$ cat config.mk
export PLATFORM = sky130hd
export DESIGN_NAME = sadc_frame
export DESIGN_NICKNAME = d
export VERILOG_FILES = /design/src/rtl/sadc_pkg.sv /design/src/rtl/sadc_sync.sv /design/src/rtl/sadc_capture.sv /design/src/rtl/sadc_shifter.sv /design/src/rtl/sadc_frame.sv
export SDC_FILE = /design/constraint.sdc
export NUM_CORES = 1
export LEC_CHECK = 0
export ABC_AREA = 1
export BUFFER_PORTS_ARGS = -buffer_cell sky130_fd_sc_hd__buf_4
export CORE_MARGIN = 10
export CORE_UTILIZATION = 50
export DETAILED_ROUTE_END_ITERATION = 10
export GPL_TIMING_DRIVEN = 0
export PLACE_DENSITY = 0.72
export SETUP_SLACK_MARGIN = 0.15
export SYNTH_ARGS = -nofsm -noshare
export SYNTH_HDL_FRONTEND = slang
export SYNTH_SLANG_ARGS = --single-unit
$ cat constraint.sdc
create_clock -name clk -period 2.1 [get_ports clk]
set_clock_uncertainty 0.15 [all_clocks]
set_input_delay 0.21 -clock clk [delete_from_list [all_inputs] [get_ports clk]]
set_output_delay 0.21 -clock clk [all_outputs]
set_load 0.03 [all_outputs]
$ cat src/rtl/sadc_pkg.sv
package sadc_pkg;
  localparam int CTRL_W = 8;
  localparam int DATA_W = 8;

  typedef enum logic [1:0] {
    SH_IDLE = 2'd0,
    SH_ACQ  = 2'd1,
    SH_OUT  = 2'd2
  } sh_state_t;
endpackage

$ cat src/rtl/sadc_sync.sv
module sadc_sync #(
  parameter int W      = 3,
  parameter int STAGES = 2,
  parameter logic [W-1:0] INIT = '0
) (
  input  logic         clk,
  input  logic         rst,
  input  logic [W-1:0] d,
  output logic [W-1:0] q
);
  logic [W-1:0] stg [STAGES];

  genvar i;
  generate
    for (i = 0; i < STAGES; i++) begin : g_stage
      if (i == 0) begin : g_first
        always_ff @(posedge clk) begin
          if (rst) stg[i] <= INIT;
          else     stg[i] <= d;
        end
      end else begin : g_next
        always_ff @(posedge clk) begin
          if (rst) stg[i] <= INIT;
          else     stg[i] <= stg[i-1];
        end
      end
    end
  endgenerate

  assign q = stg[STAGES-1];
endmodule

$ cat src/rtl/sadc_capture.sv
module sadc_capture #(
  parameter int CW = 8
) (
  input  logic          clk,
  input  logic          rst,
  input  logic          clr,
  input  logic          rise,
  input  logic          din,
  input  logic          arm,
  output logic [CW-1:0] word,
  output logic          done,
  output logic          active
);
  localparam int CNT_W = $clog2(CW);
  localparam logic [CNT_W-1:0] LAST = CNT_W'(CW - 2);

  logic [CNT_W-1:0] cnt;

  always_ff @(posedge clk) begin
    if (rst) begin
      word   <= '0;
      done   <= 1'b0;
      active <= 1'b0;
      cnt    <= '0;
    end else if (clr) begin
      done   <= 1'b0;
      active <= 1'b0;
      cnt    <= '0;
    end else begin
      done <= 1'b0;
      if (rise) begin
        if (active) begin
          word <= {word[CW-2:0], din};
          if (cnt == LAST) begin
            active <= 1'b0;
            done   <= 1'b1;
            cnt    <= '0;
          end else begin
            cnt <= cnt + 1'b1;
          end
        end else if (arm && din) begin
          word   <= CW'(1);
          active <= 1'b1;
          cnt    <= '0;
        end
      end
    end
  end
endmodule

$ cat src/rtl/sadc_shifter.sv
module sadc_shifter
  import sadc_pkg::*;
#(
  parameter int DW = 8
) (
  input  logic          clk,
  input  logic          rst,
  input  logic          clr,
  input  logic          fall,
  input  logic          start,
  input  logic [DW-1:0] result_in,
  output logic          dout,
  output sh_state_t     st
);
  localparam int IW = $clog2(DW);

  logic [DW-1:0] res;
  logic [IW-1:0] idx;
  logic [IW-1:0] idx_nxt;

  assign idx_nxt = idx - 1'b1;

  always_ff @(posedge clk) begin
    if (rst || clr) begin
      res  <= '0;
      idx  <= '0;
      dout <= 1'b0;
      st   <= SH_IDLE;
    end else if (fall) begin
      if (start) begin
        res  <= result_in;
        dout <= 1'b0;
        st   <= SH_ACQ;
      end else begin
        case (st)
          SH_ACQ: begin
            st   <= SH_OUT;
            idx  <= IW'(DW - 1);
            dout <= res[DW-1];
          end
          SH_OUT: begin
            if (idx == '0) begin
              st   <= SH_IDLE;
              dout <= 1'b0;
            end else begin
              idx  <= idx_nxt;
              dout <= res[idx_nxt];
            end
          end
          default: dout <= 1'b0;
        endcase
      end
    end
  end
endmodule

$ cat src/rtl/sadc_frame.sv
module sadc_frame
  import sadc_pkg::*;
#(
  parameter int CW        = CTRL_W,
  parameter int DW        = DATA_W,
  parameter int SYNC_STGS = 2
) (
  input  logic          clk,
  input  logic          rst,
  input  logic          cs_n,
  input  logic          sclk,
  input  logic          din,
  input  logic [DW-1:0] result_in,
  output logic          dout,
  output logic [CW-1:0] ctrl_word,
  output logic          ctrl_strobe
);
  logic [2:0] raw_in;
  logic [2:0] sync_q;
  logic       cs_hi;
  logic       sclk_s;
  logic       din_s;
  logic       sclk_q;
  logic       sclk_rise;
  logic       sclk_fall;
  logic       cap_active;
  logic       cap_done;
  logic       pend;
  logic       arm;
  sh_state_t  sh_st;

  assign raw_in = {cs_n, sclk, din};

  sadc_sync #(.W(3), .STAGES(SYNC_STGS), .INIT(3'b100)) u_sync (
    .clk (clk),
    .rst (rst),
    .d   (raw_in),
    .q   (sync_q)
  );

  assign cs_hi  = sync_q[2];
  assign sclk_s = sync_q[1];
  assign din_s  = sync_q[0];

  always_ff @(posedge clk) begin
    if (rst) sclk_q <= 1'b0;
    else     sclk_q <= sclk_s;
  end

  assign sclk_rise = sclk_s & ~sclk_q;
  assign sclk_fall = ~sclk_s & sclk_q;

  // start bits accepted only when no byte is open, none is waiting to
  // convert, and the busy slot is over (result MSB already driven)
  assign arm = !cap_active && !cap_done && !pend && (sh_st != SH_ACQ);

  sadc_capture #(.CW(CW)) u_cap (
    .clk    (clk),
    .rst    (rst),
    .clr    (cs_hi),
    .rise   (sclk_rise),
    .din    (din_s),
    .arm    (arm),
    .word   (ctrl_word),
    .done   (cap_done),
    .active (cap_active)
  );

  assign ctrl_strobe = cap_done;

  always_ff @(posedge clk) begin
    if (rst || cs_hi)   pend <= 1'b0;
    else if (cap_done)  pend <= 1'b1;
    else if (sclk_fall) pend <= 1'b0;
  end

  sadc_shifter #(.DW(DW)) u_shf (
    .clk       (clk),
    .rst       (rst),
    .clr       (cs_hi),
    .fall      (sclk_fall),
    .start     (pend),
    .result_in (result_in),
    .dout      (dout),
    .st        (sh_st)
  );
endmodule

Word level (Yosys, flattened, before mapping)
Memories as Yosys holds them, arrays and structs flattened.
Cells that the tools add are included.

storage, ports and cells
  flip-flop bits (word level) = 29
  latch bits = 0
  memory bits (writable) = 6
  ROM bits = 0
  output and inout bits = 10
  memories = 1

cells by class
  add/subtract/negate cells = 2
  $mul = 0
  div/mod/pow operators = 0
  magnitude comparators = 1
  eq/ne operators = 6
  shift-type cells = 0
  multiplexer cells = 26
  bitwise logic cells = 10
  reduce and logical (&&, ||, !) cells = 20

memory list
  name        depth  width  read ports  clocked after memory_dff  wr ports  line             RTL
  u_sync.stg  2      3      2           0                         2         sadc_sync.sv:11  logic [W-1:0] stg [STAGES];

operators by type and width
  kind                   number
  $mux W3                6
  $mux W8                2
  $mux W1                12
  $not A1 Y1             6
  $pmux W3 S2            1
  $reduce_and A3 Y1      2
  $reduce_bool A2 Y1     3
  $logic_and A1 B1 Y1    4
  $lt A3 B4 Y1 const B   1
  $mux W2                2
  $pmux W2 S2            1
  $reduce_and A2 Y1      2
  $reduce_and A4 Y1      1
  $reduce_or A4 Y1       1
  $add A3 B1 Y3 const B  1
  $bmux W1 S3            1
  $eq A3 B3 Y1 const B   1
  $logic_not A1 Y1       3
  $logic_not A3 Y1       1
  $ne A3 B2 Y1 const B   1
  $reduce_bool A3 Y1     1
  $sub A3 B1 Y3 const B  1
  $and A1 B1 Y1          2
  $eq A2 B1 Y1 const B   1
  7 further kinds        8

Logic depth before layout (Yosys ltp)
Gate-level depths: netlist of the first run.

  word-level depth = 7
  mapped depth = 10

Modules after synthesis
A second synthesis of the first run with hierarchy kept.

second synthesis, totals
  cell total of the unflattened synthesis = 231
  area total of the unflattened synthesis = 1726.7 µm²

by module, submodules not included
  module        instances  cells an instance  area each (µm²)
  sadc_shifter  1          97                 778.2
  sadc_capture  1          100                681.9
  sadc_sync     1          19                 168.9
  sadc_frame    1          15                 97.6

Least setup slack after synthesis of the first run
No wires, ideal clock.

  path type = register to register
  from = register u_shf.idx[0]
  to = register u_shf.dout
  data arrival time = 1300 ps
  data required time = 1880 ps
  path slack = 580 ps
  stages on the path, launching flop included = 10
  buffers on the path = 0
  period minus slack after synthesis = 1520 ps
  path through = dfxtp_1 -> inv_1 -> ha_1 -> inv_1 -> nand3_1 -> nand3_1 -> nand3_1 -> nand2_1 -> nand2_1 -> a21oi_1

between the ends
  word-level cells in the longest chain between the ends = 6

ends and longest elaborated chain
  element                        line                RTL
  start, declared                sadc_shifter.sv:18  logic [IW-1:0] idx;
  start signal, assigned         sadc_shifter.sv:38  idx <= IW'(DW - 1);
  start signal, assigned         sadc_shifter.sv:46  idx <= idx_nxt;
  $sub A3 B1 Y3                  sadc_shifter.sv:21  assign idx_nxt = idx - 1'b1;
  $bmux W1 S3                    sadc_shifter.sv:47  dout <= res[idx_nxt];
  $mux W1 (implied by the code)  sadc_shifter.sv:47
  $mux W1 (*)                    sadc_shifter.sv:42  if (idx == '0) begin
  $pmux W1 S2 (*)                sadc_shifter.sv:35  case (st)
  $mux W1 (*)                    sadc_shifter.sv:30  if (start) begin
  end signal, assigned           sadc_shifter.sv:39  dout <= res[DW-1];
  end signal, assigned           sadc_shifter.sv:47
  end, declared                  sadc_shifter.sv:12  output logic dout,

Every way passes the cells marked *; elsewhere a longest branch is shown, timed or not. The select of a mux whose other input is x is not followed.
A chain may end at the register's enable or synchronous reset.

Worst setup path in the final report of the first run
Ends and elaborated chain as after synthesis.

==> out/summary.json, run 1 <==
{
  "die": {
    "io-pin-count": 23,
    "floorplan.core_area_um2": 2780,
    "fp.dieArea_um2": 5490,
    "fp-row-count": 19,
    "start_util_pct": 52.6,
    "fp.dieH_um": 74.1,
    "fp.dieW_um": 74.1
  },
  "synth": {
    "syn-num-nets": 213,
    "synth.cell_area_um2": 1460,
    "synthXorXnorAreaFrac_pct": 1.20,
    "synth_sequential_area_ratio_pct": 47.9,
    "avgSynthCellArea_um2": 7.47,
    "muxShareOfSynthArea_pct": 0,
    "synth_compound_gate_area_share_pct": 16.3,
    "synth_top_area_share_pct": 47.9,
    "synth-seq-cells": 35,
    "yosys.area.top_type": "dfxtp_1",
    "synth-warning-count": 0,
    "synth-adder-area-share_pct": 3.42,
    "synth.distinct_cells": 22,
    "syn-instance-count": 196,
    "synth-simple-area-share_pct": 21.5,
    "netlist_top_cells_area": "dfxtp_1 (48%), nand2_1 (10%), a21oi_1 (8.5%)",
    "combinational_family_with_the_most_area_after_synthesis": "simple AND/OR/NAND/NOR gates"
  },
  "final_layout": {
    "fillCellCount": 244,
    "most_used_cells_in_the_layout_excluding_fill_and_tap_cells": "nand2_1 (39), dfxtp_1 (34), inv_1 (32), a21oi_1 (25), buf_4 (22)",
    "finish.instance_area_um2": 1820,
    "multi_input_area_um2": 624,
    "seqCellArea_um2": 702,
    "most_common_cell_after_layout_fill_and_taps_aside": "nand2_1",
    "final_nets": 248,
    "ant_diodes": 0,
    "syn_to_final_growth_pct": 24.2,
    "layout-drive-gt1-share_pct": 17.7
  },
  "worst_hold_path": {
    "worstHoldPathType": "input port to register",
    "worst_hold_path.endpoint": "u_shf.res[0]",
    "worstHoldStart": "result_in[0]",
    "hold-path-cell-count": 3
  },
  "flow_run": {
    "timing.max_cap.violations": 0
  },
  "worst_setup_path": {
    "worst_setup_path_end_kind": "register",
    "r2r.worst_path.cells": 9,
    "worst_ep_required_time_ps": 2220,
    "critical_setup_path_kind": "register to register",
    "crit_path_max_fanout": 7,
    "reg2reg_slack_ps": 370,
    "worstPathArrival_ps": 1850,
    "critical_register_to_register_path_endpoint": "u_shf.dout",
    "rr_startpoint": "u_shf.idx[0]",
    "startpoint_type": "register"
  },
  "global_routing": {
    "wire_length_of_the_first_global_routing_pass_um": 5510,
    "grt_antenna_before_repair": 0,
    "grt_max_degree": 12,
    "vias_in_the_first_global_route": 1305,
    "global_route.usage.total_pct": 12.5,
    "globalRoute.totalOverflow": 0
  },
  "clocking": {
    "cts_tree": "built",
    "cts-root-buf": "clkbuf_4",
    "path_clk_slew_ps": 110,
    "cts_setup_buffers": 0,
    "numCtsBuffers": 5,
    "worst_skew_pair.late_latency_ps": 340,
    "clockBufferDepth": 2,
    "htreeDepth": 2,
    "cts.sink_count": 35
  },
  "sta": {
    "unrepaired_setup_endpoints_after_global_routing": "no",
    "hold_ws_ps": 11.0,
    "final_max_slew_viol_count": 0,
    "report.final.hold_viol_count": 0,
    "maxSlewHeadroom_pct": 71.5,
    "period_minus_slack_ps": 1730,
    "setup_tns_ps": 0,
    "final-setup-viol-count": 0,
    "fmax_mhz": 578,
    "worst_tran_pin_value_ps": 427,
    "min_period_over_period_pct": 82.3
  },
  "pwr": {
    "max-vdd-ir-drop_uv": 641,
    "power_density_normalized_to_cell_area_nw_per_um2": 675,
    "p_leak_nw": 0.753
  },
  "detailed_routing": {
    "wirelength_um": 3220,
    "detail_route.drc_violations": 0,
    "ant_nets": 0,
    "routedWlPerCell_um": 12.3,
    "dr.first_iter.drc_count": 125,
    "drt-pass1-iter-count": 4,
    "avgViaCountPerCell": 5.10,
    "via_count": 1341
  },
  "placement": {
    "io_buffers": 22,
    "dpl-instance-area_um2": 1670,
    "place_hpwl_um": 2340,
    "gp_congestion": 0.871
  },
  "outcome": {
    "result_of_the_run": "finished, final reports clean"
  }
}
-- stage by stage --
step | util (%) | setup WS [ps] | std cells | total power, mW
2_1_floorplan | - | 580 | 196 | 0.702
3_3_place_gp | 60.0 | 376 | 249 | 0.723
3_5_place_dp | 60.0 | 320 | 249 | 0.724
4_1_cts | 65.2 | 293 | 263 | 1.24
5_1_grt | 65.4 | 235 | 263 | 1.26
6_report | 65.4 | 371 | 263 | 1.23
-- power by group --
group	switching (mW)	internal [mW]	total (mW)	leakage, nW
Clock	0.227	0.281	0.508	0.0482
Combinational	0.0196	0.0269	0.0464	0.421
Sequential	0.00256	0.669	0.672	0.284
-- cell families (layout without fill, tap and decap cells) --
group,after synthesis,in the layout
buffers and inverters,37,73
AO/OA/AOI/OAI,45,45
AND/OR/NAND/NOR,73,73
flip-flops,35,35
adder cells (fa/ha/maj),4,4
XOR/XNOR,2,2
-- worst max-delay path by stage --
stage | depth (start not counted) | from | slack, ps | end
6_report | 9 | u_shf.idx[0] | 370 | u_shf.dout
2_1_floorplan | 9 | u_shf.idx[0] | 580 | u_shf.dout
3_3_place_gp | 9 | u_shf.idx[0] | 380 | u_shf.dout
5_1_grt | 9 | u_shf.idx[0] | 230 | u_shf.idx[0]
3_5_place_dp | 9 | u_shf.idx[0] | 320 | u_shf.dout
4_1_cts | 9 | u_shf.idx[0] | 290 | u_shf.dout
-- worst max-delay path, cell delays in order, from the launching register on --
cell,delay [ps]
dfxtp_2,420
inv_1,140
ha_1,380
inv_1,100
nand3_1,80
nand3_1,80
nand3_1,80
nand2_1,70
nand2_1,50
a21oi_1,110
-- synth_stat cells --
master    number
a211oi_1       1
nand2_1       39
clkbuf_1       1
nor2_1        13
nand3_1       15
buf_1          1
nor2_4         1
nor3_1         2
dfxtp_1       35
inv_1         32
or2_2          2
ha_1           4
a21oi_2        1
a31oi_1        3
a21oi_1       25
xor2_1         1
buf_2          2
o21ai_2        1
inv_2          1
xnor2_1        1
o21ai_0       14
nand2_4        1
-- what timing repair did --
item / in CTS / in global routing
hold endpoints to repair: 8 / 0
gates resized for setup: 0 / 2
setup endpoints to repair: 0 / 3
hold buffers: 6 / 0
-- layer usage --
metal,share of wire [%],vias up,GRT usage (%),routed length [um]
li1,-,696,-,-
met1,44,604,14.2,1430
met2,48,34,20.5,1560
met3,5.3,7,4.26,170
met4,1.8,0,6.21,57
met5,0,-,0,0
-- final cells by class --
type	count	area share (%)
multi-input combinational	124	34.3
tap	31	2.13
buffer	4	0.964
timing repair buffer	28	12.4
inverter	33	6.81
clock inverter	2	1.93
sequential	35	38.6
clock buffer	6	2.82
-- sequential cells by signal (all words and copies together), names as in the netlist --
signal,cells
u_cap.word,8
u_shf.st,2
sclk_q,1
u_shf.dout,1
u_shf.idx,3
u_cap.done,1
pend,1
u_shf.res,8
u_cap.cnt,3
u_cap.active,1
u_sync.stg,6
Power figures use the tool's default switching activity.
==> inputs of run 2 (changes only) <==
==> constraint.sdc (replaced) <==
create_clock -name clk -period 1.61 [get_ports clk]
set_clock_uncertainty 0.15 [all_clocks]
set_input_delay 0.161 -clock clk [delete_from_list [all_inputs] [get_ports clk]]
set_output_delay 0.161 -clock clk [all_outputs]
set_load 0.03 [all_outputs]
==> out/summary.json, run 2 (same netlist as run 1, synthesis figures left out) <==
{
  "outcome": {
    "failed_checks": "hold timing",
    "result_of_the_run": "complete, but fails checks"
  },
  "sta": {
    "hold_ws": {"value": -43.8, "unit": "ps", "change": "-54.8 ps"},
    "final_max_slew_viol_count": {"value": 0, "change": "unchanged"},
    "min_period_over_period": {"value": 99.1, "unit": "%", "change": "+17 points"},
    "report.final.hold_viol_count": {"value": 3, "change": "+3"},
    "unrepaired_setup_endpoints_after_global_routing": "yes",
    "fmax": {"value": 627, "unit": "MHz", "change": "+8.3%"},
    "worst_tran_pin_value": {"value": 453, "unit": "ps", "change": "+26.4 ps"},
    "maxSlewHeadroom": {"value": 69.8, "unit": "%", "change": "-1.8 points"},
    "final-setup-viol-count": {"value": 0, "change": "unchanged"},
    "period_minus_slack": {"value": 1600, "unit": "ps", "change": "-133 ps"},
    "final.setup.worst_slack": {"value": 14.0, "unit": "ps", "change": "-357 ps"}
  },
  "global_routing": {
    "global_route.usage.total": {"value": 13.7, "unit": "%", "change": "+1.2 points"},
    "grt_antenna_before_repair": {"value": 0, "change": "unchanged"},
    "vias_in_the_first_global_route": {"value": 1382, "change": "+5.9%"},
    "globalRoute.totalOverflow": {"value": 0, "change": "unchanged"},
    "grt_max_degree": {"value": 13, "change": "+1"},
    "wire_length_of_the_first_global_routing_pass": {"value": 6040, "unit": "um", "change": "+9.6%"}
  },
  "clocking": {
    "holdBufCountCts": {"value": 12, "change": "+6"},
    "clockBufferDepth": {"value": 2, "change": "unchanged"},
    "cts.sink_count": {"value": 35, "change": "unchanged"},
    "cts_tree": "built",
    "htreeDepth": {"value": 2, "change": "unchanged"},
    "worst_skew_pair.late_latency": {"value": 340, "unit": "ps", "change": "about the same"},
    "numCtsBuffers": {"value": 5, "change": "unchanged"},
    "cts-root-buf": "clkbuf_4",
    "path_clk_slew": {"value": 110, "unit": "ps", "change": "about the same"}
  },
  "worst_setup_path": {
    "worstPathArrival": {"value": 1730, "unit": "ps", "change": "-120 ps"},
    "timing.critical_path.from": "u_shf.st[1]",
    "worst_setup_path_end_kind": "register",
    "startpoint_type": "register",
    "worst_ep_required_time": {"value": 1740, "unit": "ps", "change": "-480 ps"},
    "reg2reg_slack": {"value": 10, "unit": "ps", "change": "-360 ps"},
    "crit_path_max_fanout": {"value": 8, "change": "+1"},
    "rr_startpoint": "u_shf.st[1]",
    "critical_setup_path_kind": "register to register"
  },
  "placement": {
    "post_placement_worst_setup_slack": {"value": -76.9, "unit": "ps", "change": "-397 ps"},
    "gp_congestion": {"value": 0.830, "change": "-4.7%"},
    "place_hpwl": {"value": 2330, "unit": "um", "change": "-0.51%"},
    "io_buffers": {"value": 22, "change": "unchanged"},
    "dpl-instance-area": {"value": 1670, "unit": "um^2", "change": "+0.15%"}
  },
  "die": {
    "fp.dieArea": {"value": 5490, "unit": "um^2", "change": "unchanged"},
    "fp.dieW": {"value": 74.1, "unit": "um", "change": "unchanged"},
    "start_util": {"value": 52.6, "unit": "%", "change": "unchanged"},
    "io-pin-count": {"value": 23, "change": "unchanged"},
    "floorplan.core_area": {"value": 2780, "unit": "um^2", "change": "unchanged"},
    "fp-row-count": {"value": 19, "change": "unchanged"},
    "fp.dieH": {"value": 74.1, "unit": "um", "change": "unchanged"}
  },
  "detailed_routing": {
    "detail_route.drc_violations": {"value": 0, "change": "unchanged"},
    "ant_nets": {"value": 0, "change": "unchanged"},
    "dr.first_iter.drc_count": {"value": 73, "change": "-42%"},
    "avgViaCountPerCell": {"value": 5.24, "change": "+2.9%"},
    "wirelength": {"value": 3860, "unit": "um", "change": "+20%"},
    "drt-pass1-iter-count": {"value": 4, "change": "unchanged"},
    "via_count": {"value": 1458, "change": "+8.7%"},
    "routedWlPerCell": {"value": 13.9, "unit": "um", "change": "+13%"}
  },
  "pwr": {
    "finalPower": {"value": 1.47, "unit": "mW", "change": "+20%"},
    "max-vdd-ir-drop": {"value": 755, "unit": "uV", "change": "+18%"},
    "power_density_normalized_to_cell_area": {"value": 684, "unit": "nW/um^2", "change": "+1.5%"},
    "p_leak": {"value": 0.863, "unit": "nW", "change": "+15%"}
  },
  "worst_hold_path": {
    "worstHoldStart": "rst",
    "worstHoldPathType": "input port to register"
  },
  "final_layout": {
    "fillCellCount": {"value": 203, "change": "-17%"},
    "multi_input_area": {"value": 816, "unit": "um^2", "change": "+31%"},
    "postLayoutCoreUtil": {"value": 77.4, "unit": "%", "change": "+12 points"},
    "final_nets": {"value": 263, "change": "+6.0%"},
    "most_common_cell_after_layout_fill_and_taps_aside": "nand2_1",
    "most_used_cells_in_the_layout_excluding_fill_and_tap_cells": "nand2_1 (35), buf_4 (33), dfxtp_1 (28), inv_1 (22), a21oi_1 (20)",
    "largestRegisters": "u_cap.word: 8 flops, u_shf.res: 8 flops, u_sync.stg: 6 flops",
    "ant_diodes": {"value": 0, "change": "unchanged"},
    "finish.instance_area": {"value": 2150, "unit": "um^2", "change": "+18%"},
    "layout-drive-gt1-share": {"value": 40.5, "unit": "%", "change": "+23 points"},
    "seqCellArea": {"value": 717, "unit": "um^2", "change": "+2.1%"},
    "syn_to_final_growth_pct": 47.0
  },
  "flow_run": {
    "timing.max_cap.violations": {"value": 0, "change": "unchanged"}
  }
}
==> run 2: cell types whose count changed in the layout (fill, tap and decap cells not counted), moves of 6 or more <==
cell | before | now
buf_4 | 22 | 33
nand3_2 | 0 | 12
dfxtp_1 | 34 | 28
inv_2 | 1 | 7
inv_1 | 32 | 22
nand3_1 | 15 | 3
dlygate4sd3_1 | 6 | 12
==> run 2: layout make-up <==
class / count / share of cell area (%)
inverters: 33 / 6.34
repair buffers: 43 / 16.4
multi-input cells: 124 / 37.9
well taps: 31 / 1.80
plain buffers: 4 / 1.10
clock buffers: 6 / 2.38
flip-flops and latches: 35 / 33.3
clock inverters: 2 / 0.756
==> run 2: critical path, stage by stage, from the launching register on <==
cell and delay (ps):
dfxtp_2 350, inv_2 50, ha_4 160, inv_2 50, nand2_2 50, nor2_4 120, o21ai_4 100, nor2_4 250
nand3_2 110, a21oi_2 160
==> run 2: path summary, 6_finish.rpt <==
| kind | to | cells after the start |
|---|---|---|
| setup / recovery | u_cap.word[4] | 9 |
| hold / removal | u_shf.idx[1] | 4 |
| setup reg to reg | u_cap.word[4] | 9 |
| hold reg to reg | u_sync.stg[1][1] | 2 |
==> run 2: metrics by stage <==
step                      setup TNS (ps)  std cells
final                                  0        278
after CTS                              0        274
after global placement             -20.2        249
after detailed placement            -274        249
after global routing                -325        278
after floorplan                        0        196
==> run 2: per-layer routing <==
metal	GRT usage, %	routed length, um	share of wire [%]	vias to the layer above
li1	-	-	-	723
met1	15.3	1580	41	690
met2	23.2	2010	52	36
met3	5.98	207	5.4	9
met4	3.73	64	1.7	0
met5	0	0	0	-
==> run 2: timing repair <==
| item | CTS | global route |
|---|---|---|
| pin swaps | 7 | 19 |
| endpoints found under the setup margin | 23 | 24 |
| buffers inserted | 5 | 4 |
| gates resized for setup | 29 | 43 |
| endpoints found under the hold margin | 15 | 4 |
==> run 2: power by group <==
group | internal (mW) | switching, mW
clock | 0.215 | 0.307
combinational | 0.0463 | 0.0322
sequential | 0.868 | 0.00418
total | 1.13 | 0.344
